===== src/rtl/slot_cmd_pkg.sv =====
package slot_cmd_pkg;
  localparam int FUNC_W = 5;
  localparam int SUB_W  = 4;
  localparam int NREG   = 1 << SUB_W;

  localparam logic [FUNC_W-1:0] FN_READ  = 5'd0;
  localparam logic [FUNC_W-1:0] FN_WRITE = 5'd16;

  typedef enum logic [1:0] {
    CMD_NONE,
    CMD_READ,
    CMD_WRITE
  } cmd_kind_e;
endpackage


===== src/rtl/slot_cmd_decode.sv =====
module slot_cmd_decode
  import slot_cmd_pkg::*;
(
  input  logic              clk_i,
  input  logic              rst_ni,
  input  logic              stn_sel_i,
  input  logic              strobe_i,
  input  logic [FUNC_W-1:0] func_i,
  output logic              rd_en_o,
  output logic              wr_en_o,
  output logic              resp_o
);
  cmd_kind_e kind;

  always_comb begin
    kind = CMD_NONE;
    if (stn_sel_i && strobe_i) begin
      unique case (func_i)
        FN_READ:  kind = CMD_READ;
        FN_WRITE: kind = CMD_WRITE;
        default:  kind = CMD_NONE;
      endcase
    end
  end

  assign rd_en_o = (kind == CMD_READ);
  assign wr_en_o = (kind == CMD_WRITE);
  assign resp_o  = (kind != CMD_NONE);


  excl_cmd_chk: assert property (@(posedge clk_i) disable iff (!rst_ni)
    $onehot0({rd_en_o, wr_en_o}));


  no_sel_resp_chk: assert property (@(posedge clk_i) disable iff (!rst_ni)
    resp_o |-> (stn_sel_i && strobe_i));
endmodule


===== src/rtl/slot_reg_bank.sv =====
module slot_reg_bank
  import slot_cmd_pkg::*;
#(
  parameter int DATA_W = 16
) (
  input  logic                         clk_i,
  input  logic                         rst_ni,
  input  logic                         wr_en_i,
  input  logic [SUB_W-1:0]             sub_i,
  input  logic [DATA_W-1:0]            wdata_i,
  output logic [NREG-1:0][DATA_W-1:0]  regs_o
);
  logic [NREG-1:0] wr_hit;

  for (genvar i = 0; i < NREG; i++) begin : g_reg
    assign wr_hit[i] = wr_en_i && (sub_i == SUB_W'(i));

    always_ff @(posedge clk_i or negedge rst_ni) begin
      if (!rst_ni)        regs_o[i] <= '0;
      else if (wr_hit[i]) regs_o[i] <= wdata_i;
    end


    hold_chk: assert property (@(posedge clk_i) disable iff (!rst_ni)
      !wr_hit[i] |=> $stable(regs_o[i]));


    load_chk: assert property (@(posedge clk_i) disable iff (!rst_ni)
      wr_hit[i] |=> (regs_o[i] == $past(wdata_i)));
  end
endmodule


===== src/rtl/slot_read_mux.sv =====
module slot_read_mux
  import slot_cmd_pkg::*;
#(
  parameter int DATA_W = 16
) (
  input  logic                         rd_en_i,
  input  logic [SUB_W-1:0]             sub_i,
  input  logic [NREG-1:0][DATA_W-1:0]  regs_i,
  output logic [DATA_W-1:0]            rdata_o
);
  always_comb begin
    rdata_o = '0;
    if (rd_en_i) rdata_o = regs_i[sub_i];
  end
endmodule


===== src/rtl/slot_cmd_slave.sv =====
module slot_cmd_slave
  import slot_cmd_pkg::*;
#(
  parameter int DATA_W = 16
) (
  input  logic              clk_i,
  input  logic              rst_ni,
  input  logic              stn_sel_i,
  input  logic              strobe_i,
  input  logic [SUB_W-1:0]  subaddr_i,
  input  logic [FUNC_W-1:0] func_i,
  input  logic [DATA_W-1:0] wdata_i,
  output logic [DATA_W-1:0] rdata_o,
  output logic              resp_o
);
  logic rd_en, wr_en;
  logic [NREG-1:0][DATA_W-1:0] regs;

  slot_cmd_decode u_dec (
    .clk_i     (clk_i),
    .rst_ni    (rst_ni),
    .stn_sel_i (stn_sel_i),
    .strobe_i  (strobe_i),
    .func_i    (func_i),
    .rd_en_o   (rd_en),
    .wr_en_o   (wr_en),
    .resp_o    (resp_o)
  );

  slot_reg_bank #(.DATA_W(DATA_W)) u_bank (
    .clk_i   (clk_i),
    .rst_ni  (rst_ni),
    .wr_en_i (wr_en),
    .sub_i   (subaddr_i),
    .wdata_i (wdata_i),
    .regs_o  (regs)
  );

  slot_read_mux #(.DATA_W(DATA_W)) u_mux (
    .rd_en_i (rd_en),
    .sub_i   (subaddr_i),
    .regs_i  (regs),
    .rdata_o (rdata_o)
  );


  rdata_quiet_chk: assert property (@(posedge clk_i) disable iff (!rst_ni)
    (rdata_o != '0) |-> rd_en);


  unknown_fn_chk: assert property (@(posedge clk_i) disable iff (!rst_ni)
    (func_i != FN_READ && func_i != FN_WRITE) |-> !resp_o);
endmodule


===== config.mk =====
export PLATFORM = sky130hd
export DESIGN_NAME = slot_cmd_slave
export DESIGN_NICKNAME = d
export VERILOG_FILES = /design/src/rtl/slot_cmd_pkg.sv /design/src/rtl/slot_cmd_decode.sv /design/src/rtl/slot_reg_bank.sv /design/src/rtl/slot_read_mux.sv /design/src/rtl/slot_cmd_slave.sv
export SDC_FILE = /design/constraint.sdc
export NUM_CORES = 1
export LEC_CHECK = 0
export ABC_AREA = 1
export BUFFER_PORTS_ARGS = -buffer_cell sky130_fd_sc_hd__buf_4
export CAP_MARGIN = 5
export CORE_UTILIZATION = 59
export DETAILED_ROUTE_END_ITERATION = 8
export PLACE_DENSITY_LB_ADDON = 0.25
export SYNTH_ARGS = -nofsm -noshare
export SYNTH_HDL_FRONTEND = slang
export SYNTH_HIERARCHICAL = 1
export SYNTH_SLANG_ARGS = --single-unit

===== constraint.sdc =====
create_clock -name clk_i -period 1.25 [get_ports clk_i]
set_input_delay 0.125 -clock clk_i [delete_from_list [all_inputs] [get_ports clk_i]]
set_output_delay 0.125 -clock clk_i [all_outputs]
set_load 0.02 [all_outputs]

# Word level (Yosys, flattened, before mapping)
# Index checks and enable logic that the tools add are counted.
dict set report classes {
  order_cmp 1
  n_reduce_logical 20
  n_eq_ne 18
  n_mux 5
}
# cell count
set op_table {}
lappend op_table {{$bmux W16 S4} 1}
lappend op_table {{$eq A4 B4 Y1 const B} 8}
lappend op_table {{$mux W16} 2}
lappend op_table {{$logic_and A1 B1 Y1} 17}
lappend op_table {{$eq A4 B3 Y1 const B} 4}
lappend op_table {{$eq A4 B2 Y1 const B} 2}
lappend op_table {{$eq A5 B5 Y1 const B} 1}
lappend op_table {{$logic_not A5 Y1} 1}
lappend op_table {{$lt A4 B5 Y1 const B} 1}
lappend op_table {{$eq A4 B1 Y1 const B} 1}
lappend op_table {{$logic_not A4 Y1} 1}
lappend op_table {{$pmux W2 S2} 1}
lappend op_table {{$eq A2 B1 Y1 const B} 1}
lappend op_table {{$eq A2 B2 Y1 const B} 1}
lappend op_table {{$mux W2} 1}
lappend op_table {{$reduce_bool A2 Y1} 1}
dict set report totals {
  input_bits 29
  register_bits 256
}

# Depth between registers and ports, before layout
dict set report depth {
  depth_word 5
  ltp_mapped 10
  depth_no_buf 8
}

# Modules after synthesis
# Netlist, hierarchy kept.
# module cells_per_inst area_per_inst_um2 n_inst seq_area_each_um2
set modules_own_cells {}
lappend modules_own_cells {slot_reg_bank 1163 10214.8 1 6406.1}
lappend modules_own_cells {slot_read_mux 745 3099.2 1 0.0}
lappend modules_own_cells {slot_cmd_decode 10 40.0 1 0.0}

# Worst setup path before layout
# OpenSTA, ideal clock, no wires.
dict set report synth_timing {
  path_kind {input to register}
  start {in func_i[1]}
  end {reg u_bank/regs_o[37] (netlist bit)}
  setup_slack_ns -0.138
  required_time_ns 1.133
  t_arrival_ns 1.271
  setup_time_ns 0.117
  stages 10
  path_cell_list {nor2_1 -> nand2_1 -> nor2_1 -> buf_2 -> nand2_1 -> nor2_1 -> nand2_1 -> clkbuf_1 -> nand2_1 -> nand2_1}
}
dict set report synth_via {
  elab_chain_len 5
}
# item line_no
set synth_rtl {}
lappend synth_rtl {{start: declaration} slot_cmd_slave.sv:11} ;# input logic [FUNC_W-1:0] func_i,
lappend synth_rtl {{$eq A5 B5 Y1 or $logic_not A5 Y1 (tied branches)} slot_cmd_decode.sv:18} ;# unique case (func_i)
lappend synth_rtl {{$pmux W2 S2 *} slot_cmd_decode.sv:18}
lappend synth_rtl {{$mux W2 *} slot_cmd_decode.sv:17} ;# if (stn_sel_i && strobe_i) begin
lappend synth_rtl {{$eq A2 B2 Y1 *} slot_cmd_decode.sv:27} ;# assign wr_en_o = (kind == CMD_WRITE);
lappend synth_rtl {{named net wr_en} slot_cmd_slave.sv:16} ;# logic rd_en, wr_en;
lappend synth_rtl {{$logic_and A1 B1 Y1 *} slot_reg_bank.sv:16} ;# assign wr_hit[i] = wr_en_i && (sub_i == SUB_W'(i));
lappend synth_rtl {{end signal: indexed assignment} slot_reg_bank.sv:20} ;# else if (wr_hit[i]) regs_o[i] <= wdata_i;
lappend synth_rtl {{end: declaration} slot_reg_bank.sv:11} ;# output logic [NREG-1:0][DATA_W-1:0] regs_o
# The timed path passes the listed nets; every way through them passes the cells marked *.
# A chain may end at the register's enable or synchronous reset.

# Final worst setup path
dict set report layout_timing {
  start {reg u_bank/regs_o[165] (netlist bit)}
  end {out rdata_o[5]}
}
dict set report layout_via {
  elab_chain_len 3
}
# item line_no
set layout_rtl {}
lappend layout_rtl {{$bmux W16 S4} slot_read_mux.sv:13} ;# if (rd_en_i) rdata_o = regs_i[sub_i];
lappend layout_rtl {{$mux W16 (implied by the code)} slot_read_mux.sv:13}
lappend layout_rtl {{$mux W16} slot_read_mux.sv:13}
lappend layout_rtl {{end: declaration} slot_cmd_slave.sv:13} ;# output logic [DATA_W-1:0] rdata_o,
# Every way passes these cells. The select of a mux whose other input is x is not followed.

==> metrics <==
Slew @ Worst Pin 0.4096 ns; Num Clock Sinks 256; cell count after synthesis 1918; number of flip-flops under the largest register name 256; vias in the first global route 13051; largest net degree at the start of global routing 42; family with the most delay on the worst path simple AND/OR/NAND/NOR gates; NetSw 0.004858 W; Setup Slack @ Placement -0.4054 ns; final max-slew violation count 0; crit-path cells inv_1 > nand2_1 > nand3_2 > nand3_2 > nand3_2 > a21oi_2 > buf_6; initial antenna violation count 0; die area 23240 um2; cell with the most instances after synthesis nand2_1; Reg2Reg Setup Slack 0.39 ns; Leakage 9.164 nW; Logic pwr share 0.106; #FFs+latches synth 256; status finished, violations left; share of cells above drive strength 1 0.1991; Post-synth top flop dfrtp_1; # rows 54; biggest regs u_bank/regs_o (256); final hold violation count 0; GR Util All Layers 0.3718; Power Density 1107 nW/um2; fmax 0.5446 GHz; Ys Warns 6; Starting Density 0.6063; Avg Cell Area, Syn 6.962 um2; CP bufs+invs 2; Area growth, synth to finish 26.28%; share of async-settable or async-resettable flops after synthesis 1.000; Rel. slew slack 0.7259; CTS tree built; synthesized cell area 13350 um2; Routed Antenna Nets 0; DRC 3; Synth area leader dfrtp_1; minimum clock period 1.836 ns; IO Port Bufs 45; area fraction of the dominant cell type after synthesis 0.4797; Final Worst Setup Slack -0.5861 ns; RSZ-0062 raised after global routing true; DP Wirelength 27.20 mm; CTS root buf clkbuf_16; crit-path max FO 2; worst endpoint required time 1.12 ns; Setup crit end kind output port; failing checks DRC, setup timing; RR Endpoint u_bank/regs_o[167]; final setup vio count 16; Critical Path Most Common Cell nand3_2; total wire length 44.09 mm; DR iter-0 viols 1556; Clk network pwr share 0.440; Netlist cell types 15; crit path launch type flip-flop; Critical-path top delay cell dfrtp_1; Final Cycle Share 1.469; Worst path max stage delay 0.36 ns; Max clock buf depth 3; WP data arrival 1.71 ns; worst min path class in2async; total grt overflow 0; Clock Skews 0 ns; Core Area 22030 um2; Final nets 2061; commonest cells in the netlist 980 x nand2_1, 295 x nand3_1, 256 x dfrtp_1, 135 x inv_1, 72 x clkbuf_1; Num CTS Buffers 28; I/O Pins 46; hold_ws 0.04456 ns; reg2reg path depth 4; Sequential Power Share 0.454; Antenna diodes 0; routed vias/inst 5.904; Int Pwr 0.01381 W; sequential area share after synthesis 0.4797; Most flops, register u_bank/regs_o; Chip Width 152.4 um; clock-pin slew on the worst setup and hold paths 0.06 ns; Peak VDD IR 1.498 mV; Post-synth EDFFs 0; TNS Setup -8.204 ns; Sw Ratio 0.2602; fin util 0.7656; chip height 152.4 um; gpl congestion 0.9573; kind of critical path reg2out; htree depth 1; largest cells by area after synthesis dfrtp_1 48%, nand2_1 28%, nand3_1 11%; via count 13780; router iterations before antenna repair 8; Syn Nets 1947; first-pass GRT wire length 68.23 mm; Critical R2R Launch u_bank/regs_o[167]; clock latency on the worst-skew pair 0.54 ns; Max-Cap Viols 0; Overall Power 0.01867 W; wire per inst 18.89 um
[layer usage]
metal | track usage | vias up | part of all wire
met4 | 0.1789 | 0 | 0.054
met5 | 0 | - | 0
li1 | - | 6184 | -
met3 | 0.05802 | 187 | 0.11
met2 | 0.6013 | 965 | 0.46
met1 | 0.4936 | 6444 | 0.38
[what timing repair did]
item | CTS | global route
setup buffers | 9 | 41
gates resized for setup | 64 | 69
pin swaps | 46 | 65
endpoints found under the setup margin | 16 | 16
hold endpoints to repair | 506 | 0
hold buffers | 17 | 0
[how the worst max path moves through the flow]
stage | endpoint | cells after the start | slack, ns | start
2_1_floorplan | u_bank/regs_o[133] | 8 | -0.06 | func_i[1]
3_3_place_gp | rdata_o[10] | 11 | -0.39 | subaddr_i[0]
3_5_place_dp | rdata_o[10] | 11 | -0.41 | subaddr_i[0]
4_1_cts | rdata_o[10] | 7 | -0.55 | u_bank/regs_o[218]
5_1_grt | rdata_o[5] | 7 | -0.61 | u_bank/regs_o[165]
6_report | rdata_o[5] | 7 | -0.59 | u_bank/regs_o[165]
[worst register-to-register path, cell delays in order (launching register included)]
cell and delay [ns]:
dfrtp_1 0.39, buf_4 0.14, buf_4 0.12, nand2_1 0.06, nand2_1 0.05
[power by group through the flow]
| stage | logic [W] | clock network (W) | registers [W] |
|---|---|---|---|
| finish | 0.00198 | 0.00821 | 0.00848 |
| detailed placement | 0.00170 | 0 | 0.00862 |
| global placement | 0.00167 | 0 | 0.00862 |
| floorplan | 0.000867 | 0 | 0.00861 |
| global route | 0.00211 | 0.00861 | 0.00849 |
| CTS | 0.00182 | 0.00830 | 0.00848 |
[metrics by stage]
stage               cell area [um2]  std cells
finish                        16860       2334
global placement              14800       2217
global route                  16860       2334
CTS                           16240       2293
floorplan                     13500       1918
detailed placement            14800       2217
[layout by cell type (no fill, tap or decap), types with 17 or more instances in the layout]
| cell | count |
|---|---|
| buf_12 | 33 |
| buf_4 | 177 |
| clkbuf_16 | 29 |
| dfrtp_1 | 256 |
| dlygate4sd3_1 | 17 |
| inv_1 | 133 |
| nand2_1 | 957 |
| nand2_2 | 23 |
| nand3_1 | 209 |
| nand3_2 | 83 |
| nand4_1 | 64 |
[final cells by class]
cell class	count	area, um2
multi-input combinational	1371	6386
sequential	256	6406
clock buffer	42	864.6
tap	280	350.3
timing repair buffer	237	2276
fill	1562	5162
clock inverter	10	56.30
inverter	138	524.3
[cells by family (layout without fill, tap and decap cells)]
group                  after synthesis  after routing  synth area share
AOI/OAI and AO/OA                   16             16          0.005997
DFF                                256            256            0.4797
and+or+nand+nor                   1355           1355            0.4209
buffers and inverters              291            427           0.09341
Power figures use the tool's default switching activity.
